## src/rtl/exc_pkg.sv

```systemverilog
package exc_pkg;

    localparam int DEF_ADDR_W  = 32;
    localparam int DEF_CAUSE_W = 32;

    typedef enum logic [1:0] {
        ST_IDLE  = 2'd0,
        ST_CAUSE = 2'd1,
        ST_EPC   = 2'd2,
        ST_LOAD  = 2'd3
    } exc_state_e;

    typedef enum logic {
        CODE_UNDEF = 1'b0,
        CODE_OVF   = 1'b1
    } exc_code_e;

    typedef struct packed {
        logic cause_we;
        logic epc_we;
        logic pc_we;
        logic kill_wb;
    } exc_ctl_t;

    // Moore decode of the sequence step into control strobes
    function automatic exc_ctl_t ctl_of(exc_state_e s);
        exc_ctl_t c;
        c = '0;
        case (s)
            ST_CAUSE: begin c.cause_we = 1'b1; c.kill_wb = 1'b1; end
            ST_EPC:   begin c.epc_we   = 1'b1; c.kill_wb = 1'b1; end
            ST_LOAD:  begin c.pc_we    = 1'b1; c.kill_wb = 1'b1; end
            default:  c = '0;
        endcase
        return c;
    endfunction

endpackage

```

## src/rtl/exc_seq.sv

```systemverilog
module exc_seq
    import exc_pkg::*;
(
    input  logic      clk,
    input  logic      rst,
    input  logic      trig_undef,
    input  logic      trig_ovf,
    output logic      accept,
    output exc_code_e code_q,
    output exc_ctl_t  ctl
);
    exc_state_e state_q, state_d;

    assign accept = (state_q == ST_IDLE) && (trig_undef || trig_ovf);

    always_comb begin
        state_d = state_q;
        case (state_q)
            ST_IDLE:  if (accept) state_d = ST_CAUSE;
            ST_CAUSE: state_d = ST_EPC;
            ST_EPC:   state_d = ST_LOAD;
            ST_LOAD:  state_d = ST_IDLE;
            default:  state_d = ST_IDLE;
        endcase
    end

    always_ff @(posedge clk) begin
        if (rst) begin
            state_q <= ST_IDLE;
            code_q  <= CODE_UNDEF;
        end else begin
            state_q <= state_d;
            // decode precedes execute, so the undefined opcode wins
            if (accept) code_q <= trig_undef ? CODE_UNDEF : CODE_OVF;
        end
    end

    assign ctl = ctl_of(state_q);
endmodule

```

## src/rtl/exc_sub.sv

```systemverilog
module exc_sub #(
    parameter int W   = 32,
    parameter int DEC = 4
) (
    input  logic [W-1:0] a,
    output logic [W-1:0] y
);
    localparam logic [W-1:0] DEC_V = W'(DEC);
    assign y = a - DEC_V;
endmodule

```

## src/rtl/exc_regs.sv

```systemverilog
module exc_regs
    import exc_pkg::*;
#(
    parameter int ADDR_W  = DEF_ADDR_W,
    parameter int CAUSE_W = DEF_CAUSE_W
) (
    input  logic               clk,
    input  logic               rst,
    input  logic               accept,
    input  logic [ADDR_W-1:0]  pc_in,
    input  logic               cause_we,
    input  exc_code_e          code,
    input  logic               epc_we,
    input  logic [ADDR_W-1:0]  epc_d,
    output logic [ADDR_W-1:0]  snap_q,
    output logic [CAUSE_W-1:0] cause_q,
    output logic [ADDR_W-1:0]  epc_q
);
    always_ff @(posedge clk) begin
        if (rst) begin
            snap_q  <= '0;
            cause_q <= '0;
            epc_q   <= '0;
        end else begin
            if (accept)   snap_q  <= pc_in;
            if (cause_we) cause_q <= CAUSE_W'(code);
            if (epc_we)   epc_q   <= epc_d;
        end
    end
endmodule

```

## src/rtl/exc_redirect_unit.sv

```systemverilog
module exc_redirect_unit
    import exc_pkg::*;
#(
    parameter int                ADDR_W       = DEF_ADDR_W,
    parameter int                CAUSE_W      = DEF_CAUSE_W,
    parameter int                INSTR_BYTES  = 4,
    parameter logic [ADDR_W-1:0] HANDLER_ADDR = 'h8000_0180
) (
    input  logic               clk,
    input  logic               rst,
    input  logic [ADDR_W-1:0]  cur_pc,
    input  logic               in_decode,
    input  logic               in_exec_rr,
    input  logic               illegal_op,
    input  logic               overflow,
    output logic [ADDR_W-1:0]  epc,
    output logic [CAUSE_W-1:0] cause,
    output logic               kill_wb,
    output logic               pc_load,
    output logic [ADDR_W-1:0]  pc_load_value
);
    logic              accept;
    exc_code_e         code;
    exc_ctl_t          ctl;
    logic [ADDR_W-1:0] snap;
    logic [ADDR_W-1:0] epc_d;

    exc_seq u_seq (
        .clk        (clk),
        .rst        (rst),
        .trig_undef (in_decode && illegal_op),
        .trig_ovf   (in_exec_rr && overflow),
        .accept     (accept),
        .code_q     (code),
        .ctl        (ctl)
    );

    exc_sub #(.W(ADDR_W), .DEC(INSTR_BYTES)) u_sub (
        .a (snap),
        .y (epc_d)
    );

    exc_regs #(.ADDR_W(ADDR_W), .CAUSE_W(CAUSE_W)) u_regs (
        .clk      (clk),
        .rst      (rst),
        .accept   (accept),
        .pc_in    (cur_pc),
        .cause_we (ctl.cause_we),
        .code     (code),
        .epc_we   (ctl.epc_we),
        .epc_d    (epc_d),
        .snap_q   (snap),
        .cause_q  (cause),
        .epc_q    (epc)
    );

    assign kill_wb       = ctl.kill_wb;
    assign pc_load       = ctl.pc_we;
    assign pc_load_value = ctl.pc_we ? HANDLER_ADDR : '0;
endmodule

```

## config.mk

```make
export PLATFORM = sky130hd
export DESIGN_NAME = exc_redirect_unit
export DESIGN_NICKNAME = d
export VERILOG_FILES = /design/src/rtl/exc_pkg.sv /design/src/rtl/exc_seq.sv /design/src/rtl/exc_sub.sv /design/src/rtl/exc_regs.sv /design/src/rtl/exc_redirect_unit.sv
export SDC_FILE = /design/constraint.sdc
export NUM_CORES = 1
export LEC_CHECK = 0
export ABC_AREA = 1
export ABC_CLOCK_PERIOD_IN_PS = 1600
export BUFFER_PORTS_ARGS = -buffer_cell sky130_fd_sc_hd__buf_2
export CORE_MARGIN = 2
export CORE_UTILIZATION = 50
export DETAILED_ROUTE_END_ITERATION = 8
export PLACE_DENSITY = 0.83
export SLEW_MARGIN = 5
export SYNTH_ARGS = -nofsm -noshare
export SYNTH_HDL_FRONTEND = slang
export SYNTH_SLANG_ARGS = --single-unit
```

## constraint.sdc

```tcl
create_clock -name clk -period 1.6 [get_ports clk]
set_input_delay 0.08 -clock clk [delete_from_list [all_inputs] [get_ports clk]]
set_output_delay 0.08 -clock clk [all_outputs]
set_load 0.05 [all_outputs]
```

# --- Word-level counts from Yosys, hierarchy flattened ---
# Cells that the tools add are included.
op_classes:
  n_eq_ne: 4
  n_reduce_logical: 6
  add_sub_neg: 1
  mux: 8
ops:
  columns: ["operator", "count"]
  rows:
  - ["$mux W32", 1]
  - ["$sub A32 B3 Y32 const B", 1]
  - ["$pmux W2 S4", 1]
  - ["$mux W1", 5]
  - ["$eq A2 B2 Y1 const B", 2]
  - ["$logic_and A1 B1 Y1", 3]
  - ["$reduce_or A3 Y1", 1]
  - ["$eq A2 B1 Y1 const B", 1]
  - ["$logic_not A2 Y1", 1]
  - ["$mux W2", 1]
  - ["$ne A2 B2 Y1 const B", 1]
  - ["$logic_or A1 B1 Y1", 1]
word_totals:
  elab_cells: 24
  inputBits: 38
  regBits: 68
  output_inout_bits: 98

# --- Longest topological paths before layout ---
depth:
  ltp_word: 5
  depth_mapped: 9
  ltp_nobuf: 9

# --- Hierarchy ---
# A second synthesis with hierarchy kept.
hier_totals:
  cells_unflattened: 687
  hier_area_um2: 4357.9
modules_own_cells:
  columns: ["mod", "n_inst", "cells_per_inst", "area_per_inst_um2", "seq_area_each_um2"]
  rows:
  - ["exc_regs", 1, 444, 2991.6, 1301.2]
  - ["exc_sub", 1, 179, 912.1, 0.0]
  - ["exc_redirect_unit", 1, 37, 259.0, 0.0]
  - ["exc_seq", 1, 27, 195.2, 60.1]

# --- Least setup slack after synthesis ---
# Ideal clock, no wire load.
synth_timing:
  path_type: "register -> register"
  start: "register u_regs.snap_q[2]"
  end: "register u_regs.epc_q[18]"
  setup_time_ns: 0.114
  synth_period_minus_slack_ns: 1.374
  setup_slack_ns: 0.226
  arrival_ns: 1.260
  n_path_buf: 0
  path_stages_with_launch: 9
  required_time_ns: 1.486
  path_cell_list: "dfxtp_1 > inv_1 > ha_1 > nand2_2 > nor2_8 > nand2_2 > xor2_1 > o21bai_1 > inv_1"
synth_via:
  elab_chain_cells: 1
synth_rtl:
  columns: ["item", "line", "text"]
  rows:
  - ["from (decl)", "exc_regs.sv:15", "output logic [ADDR_W-1:0] snap_q,"]
  - ["from (signal assigned)", "exc_regs.sv:25", "if (accept) snap_q <= pc_in;"]
  - ["$sub A32 B3 Y32", "exc_sub.sv:9", "assign y = a - DEC_V;"]
  - ["to (signal assigned)", "exc_regs.sv:27", "if (epc_we) epc_q <= epc_d;"]
  - ["to (decl)", "exc_regs.sv:17", "output logic [ADDR_W-1:0] epc_q"]
# Every way passes these cells.
# A chain may end at the register's enable or synchronous reset.

# --- Worst setup path in the final report ---
layout_timing:
  start: "register u_seq.state_q[0]"
  end: "output kill_wb"
layout_via:
  elab_chain_cells: 3
  elab_cells_between_ends: 5
  cone_classes: "eq/ne (3); mux (1); reduce/logical (1)"
layout_rtl:
  columns: ["item", "line", "text"]
  rows:
  - ["from (decl)", "exc_seq.sv:12", "exc_state_e state_q, state_d;"]
  - ["from (signal assigned)", "exc_seq.sv:32", "state_q <= state_d;"]
  - ["$eq A2 B2 Y1 / $eq A2 B1 Y1 (equally long branches)", "exc_pkg.sv:29", "case (s)"]
  - ["$reduce_or A3 Y1 (no source line) (*)", null, null]
  - ["$mux W1 (*)", "exc_pkg.sv:29", null]
  - ["to (decl)", "exc_redirect_unit.sv:18", "output logic kill_wb,"]
# Mark *: on every way between the ends. The rest lies on a longest branch, timed or not.

==> flow_summary_export.csv <==
group,metric,value,unit
outcome,status,"completed",
place,preCtsSetupSlack,0.1246,ns
timing,timing.final.crit_share,91.96,%
floorplan,rows,31,
cts,worst_setup_hold_path_clk_slew,0.07,ns
setup_path,worstPathArrival,1.39,ns
timing,clock-skew-final,0.007462,ns
cts,clock_latency,0.34,ns
global_routing,grt_antenna_before_repair,0,
synth,netlist_area,3796,sq um
synth,synthArstFlopShare,0,%
cells_and_area,final_cell_mix,"sky130_fd_sc_hd__nor2_1, sky130_fd_sc_hd__buf_2, sky130_fd_sc_hd__inv_1, sky130_fd_sc_hd__nand2_1, sky130_fd_sc_hd__dfxtp_1",
global_routing,grt_util_overall,22.25,%
cells_and_area,multi_input_area,1839,sq um
setup_path,timing.critical_path.mode_cell,"sky130_fd_sc_hd__inv_1",
synth,ys_seq_area_share,35.86,%
pwr,internal_power,0.004349,W
timing,unrepaired_setup_endpoints_after_global_routing,"no",
route,detail-route-antenna-nets,0,
setup_path,worstSetupStartpointType,"flop",
synth,mean_area_per_synthesized_cell,6.828,sq um
floorplan,initial_standard_cell_utilization_of_the_core,52.06,%
setup_path,critPathRequiredTime,1.52,ns
floorplan,dieHeight,91.14,um
cts,clock-sinks,68,
cells_and_area,design.final.nets,675,
cells_and_area,final-seq-area,1361,sq um
setup_path,crit_path_max_fanout,4,
place,placed_cell_area,4069,sq um
synth,synthesis.instances,556,
setup_path,timing.reg2reg.setup_slack,0.16,ns
cts,cts_inserted_buffers,9,
job,drv.max_cap_violation_count,0,
floorplan,die_area,8306,sq um
cts,cts_buffer_depth,2,
setup_path,max_stage_delay,0.39,ns
route,vias,3457,
pwr,power-per-cell-area,2108,nW/um^2
cells_and_area,fillerInstances,731,
cells_and_area,post_route_cells_drive_above_1_share,18.40,%
pwr,p_leak,2.234,nW
synth,synthDistinctLibCells,27,
pwr,relative_contribution_of_the_clock_network_to_total_power,15.0,%
global_routing,globalRoute.totalOverflow,0,
timing,setup_slack,0.1286,ns
synth,netlist.top_cell.by_area,"sky130_fd_sc_hd__dfxtp_1",
setup_path,critical_path.cell_chain,"inv_1, ha_1, inv_1, buf_2",
synth,ys_seq_elements,68,
place,gp_congestion,0.8706,
route,firstDrtPassIters,4,
floorplan,dieWidth,91.14,um
floorplan,design.portCount,136,
route,drt-total-wl,9053,um
cells_and_area,layout_commonest_cell,"sky130_fd_sc_hd__nor2_1",
route,routedWlPerCell,12.32,um
floorplan,design.core.area,7292,sq um
synth,synth.top_cell.area_share,35.86,%
timing,timing.final.setup_violations,0,
setup_path,critical_path.slowest_cell,"sky130_fd_sc_hd__dfxtp_1",
pwr,power,0.009045,W
global_routing,global_route_wire_length_before_repair,14780,um
timing,timing.fmax,0.6796,GHz
cells_and_area,fin_util,58.84,%
cells_and_area,layout.cell_area.non_filler,4290,sq um
pwr,sw_share,51.92,%
pwr,power.share.combinational,55.8,%
pwr,power.sequential.fraction,29.2,%
synth,synth_ff_type,"sky130_fd_sc_hd__dfxtp_1",
pwr,net_switching_component_of_the_power,0.004696,W
min_path,hp-class,"primary input to flop",
timing,final-max-slew-violation-count,0,
setup_path,path_delay_family,"buffers and inverters",
route,drt-vias-per-instance,4.703,
setup_path,timing.critical_path.buf_inv,3,
cts,cts.htree.levels,3,
pwr,ir_worst_vdd,1.155,mV
place,port-buffer-count,75,
synth,synth.yosys.warnings,0,
place,hpwl,7017,um
synth,synth-edff-count,0,
cells_and_area,num_antenna_cells,0,
synth,yosys-top-cells-area,"sky130_fd_sc_hd__dfxtp_1, sky130_fd_sc_hd__buf_4, sky130_fd_sc_hd__nor2_1",
setup_path,crit_type,"flop to primary output",
timing,final_layout_setup_total_negative_slack,0,ns
cts,clock_tree_from_tritoncts,"done",
cells_and_area,layout-area-overhead-vs-synth,13.02,%
cts,clock-root-buffer,"sky130_fd_sc_hd__clkbuf_8",
global_routing,first_global_vias,3138,
global_routing,maximum_number_of_pins_on_one_net_before_global_route_repair,39,
route,drt_iter0_drc,156,
setup_path,critical_path.endpoint_type,"primary output",
timing,finalHoldViolations,0,
route,drc,0,
timing,fin_crit,1.471,ns
## power by group through the flow
stage,Combinational (W),Sequential (W),Clock (W)
floorplan,0.00298,0.00360,0
global placement,0.00494,0.00265,0
detailed placement,0.00499,0.00266,0
CTS,0.00502,0.00263,0.00138
global route,0.00557,0.00271,0.00146
finish,0.00505,0.00264,0.00136
## metal layers
layer | track usage [%] | up-vias | wire [um] | part of all wire, %
li1 | - | 1779 | - | -
met1 | 28.96 | 1531 | 4195 | 46
met2 | 35.99 | 132 | 3985 | 44
met3 | 4.647 | 15 | 662 | 7.3
met4 | 8.965 | 0 | 209 | 2.3
met5 | 0 | - | 0 | 0
## state kept, by name, indices dropped and copies added (netlist names)
| register | count |
|---|---|
| u_regs.snap_q | 32 |
| u_seq.state_q | 2 |
| u_regs.epc_q | 32 |
| u_seq.code_q | 1 |
| u_regs.cause_q | 1 |
## worst min-delay path, cell delays in order
cell and delay, ns:
sky130_fd_sc_hd__buf_2 0.07, sky130_fd_sc_hd__o21ai_0 0.07, sky130_fd_sc_hd__a21oi_1 0.10
## cells in the mapped netlist (5+ instances only)
cell type / number
sky130_fd_sc_hd__nand3_1: 26
sky130_fd_sc_hd__nand4_1: 6
sky130_fd_sc_hd__clkbuf_1: 17
sky130_fd_sc_hd__nor2_1: 89
sky130_fd_sc_hd__ha_1: 5
sky130_fd_sc_hd__xor2_1: 8
sky130_fd_sc_hd__inv_1: 70
sky130_fd_sc_hd__buf_4: 63
sky130_fd_sc_hd__nor2_2: 7
sky130_fd_sc_hd__dfxtp_1: 68
sky130_fd_sc_hd__o21ai_1: 5
sky130_fd_sc_hd__a21oi_1: 39
sky130_fd_sc_hd__nand2_2: 6
sky130_fd_sc_hd__o21ai_0: 60
sky130_fd_sc_hd__nand2_1: 70
## path summary, 6_finish.rpt
kind                                        from                 to  depth (start not counted)
worst max-delay path            u_seq.state_q[0]            kill_wb                          4
worst min-delay path                  cur_pc[18]  u_regs.snap_q[18]                          3
worst max register to register  u_regs.snap_q[3]   u_regs.epc_q[22]                          9
worst min register to register  u_regs.snap_q[2]    u_regs.epc_q[2]                          1
## repair_timing
action                     CTS  global route
setup buffers                0             2
hold buffers                 2             0
gates resized for setup      0             1
hold endpoints to repair     2             0
setup endpoints to repair    0             1
## per-stage QoR
stage	hold slack [ns]	std cells
after floorplan	0.2467	615
after global placement	0.3360	716
after detailed placement	0.3407	716
after CTS	0.002232	733
after global routing	0.02056	735
final	0.01292	735
## logic make-up after synthesis
group	after synthesis	share of synthesized area (%)
AO/OA/AOI/OAI	112	15.19
XOR/XNOR	8	1.846
adder cells (fa/ha/maj)	5	1.648
buffers and inverters	153	21.65
flip-flops	68	35.86
other	1	0.09878
AND/OR/NAND/NOR	209	23.70
## cell type report
| type | count | area share (%) |
|---|---|---|
| Tap cell | 99 | 2.887 |
| Inverter | 71 | 6.212 |
| Multi-Input combinational cell | 394 | 42.87 |
| Clock inverter | 2 | 0.8166 |
| Sequential cell | 68 | 31.73 |
| Clock buffer | 13 | 3.470 |
| Timing Repair Buffer | 88 | 12.02 |
Note: power is estimated with default switching activity, not from simulation.
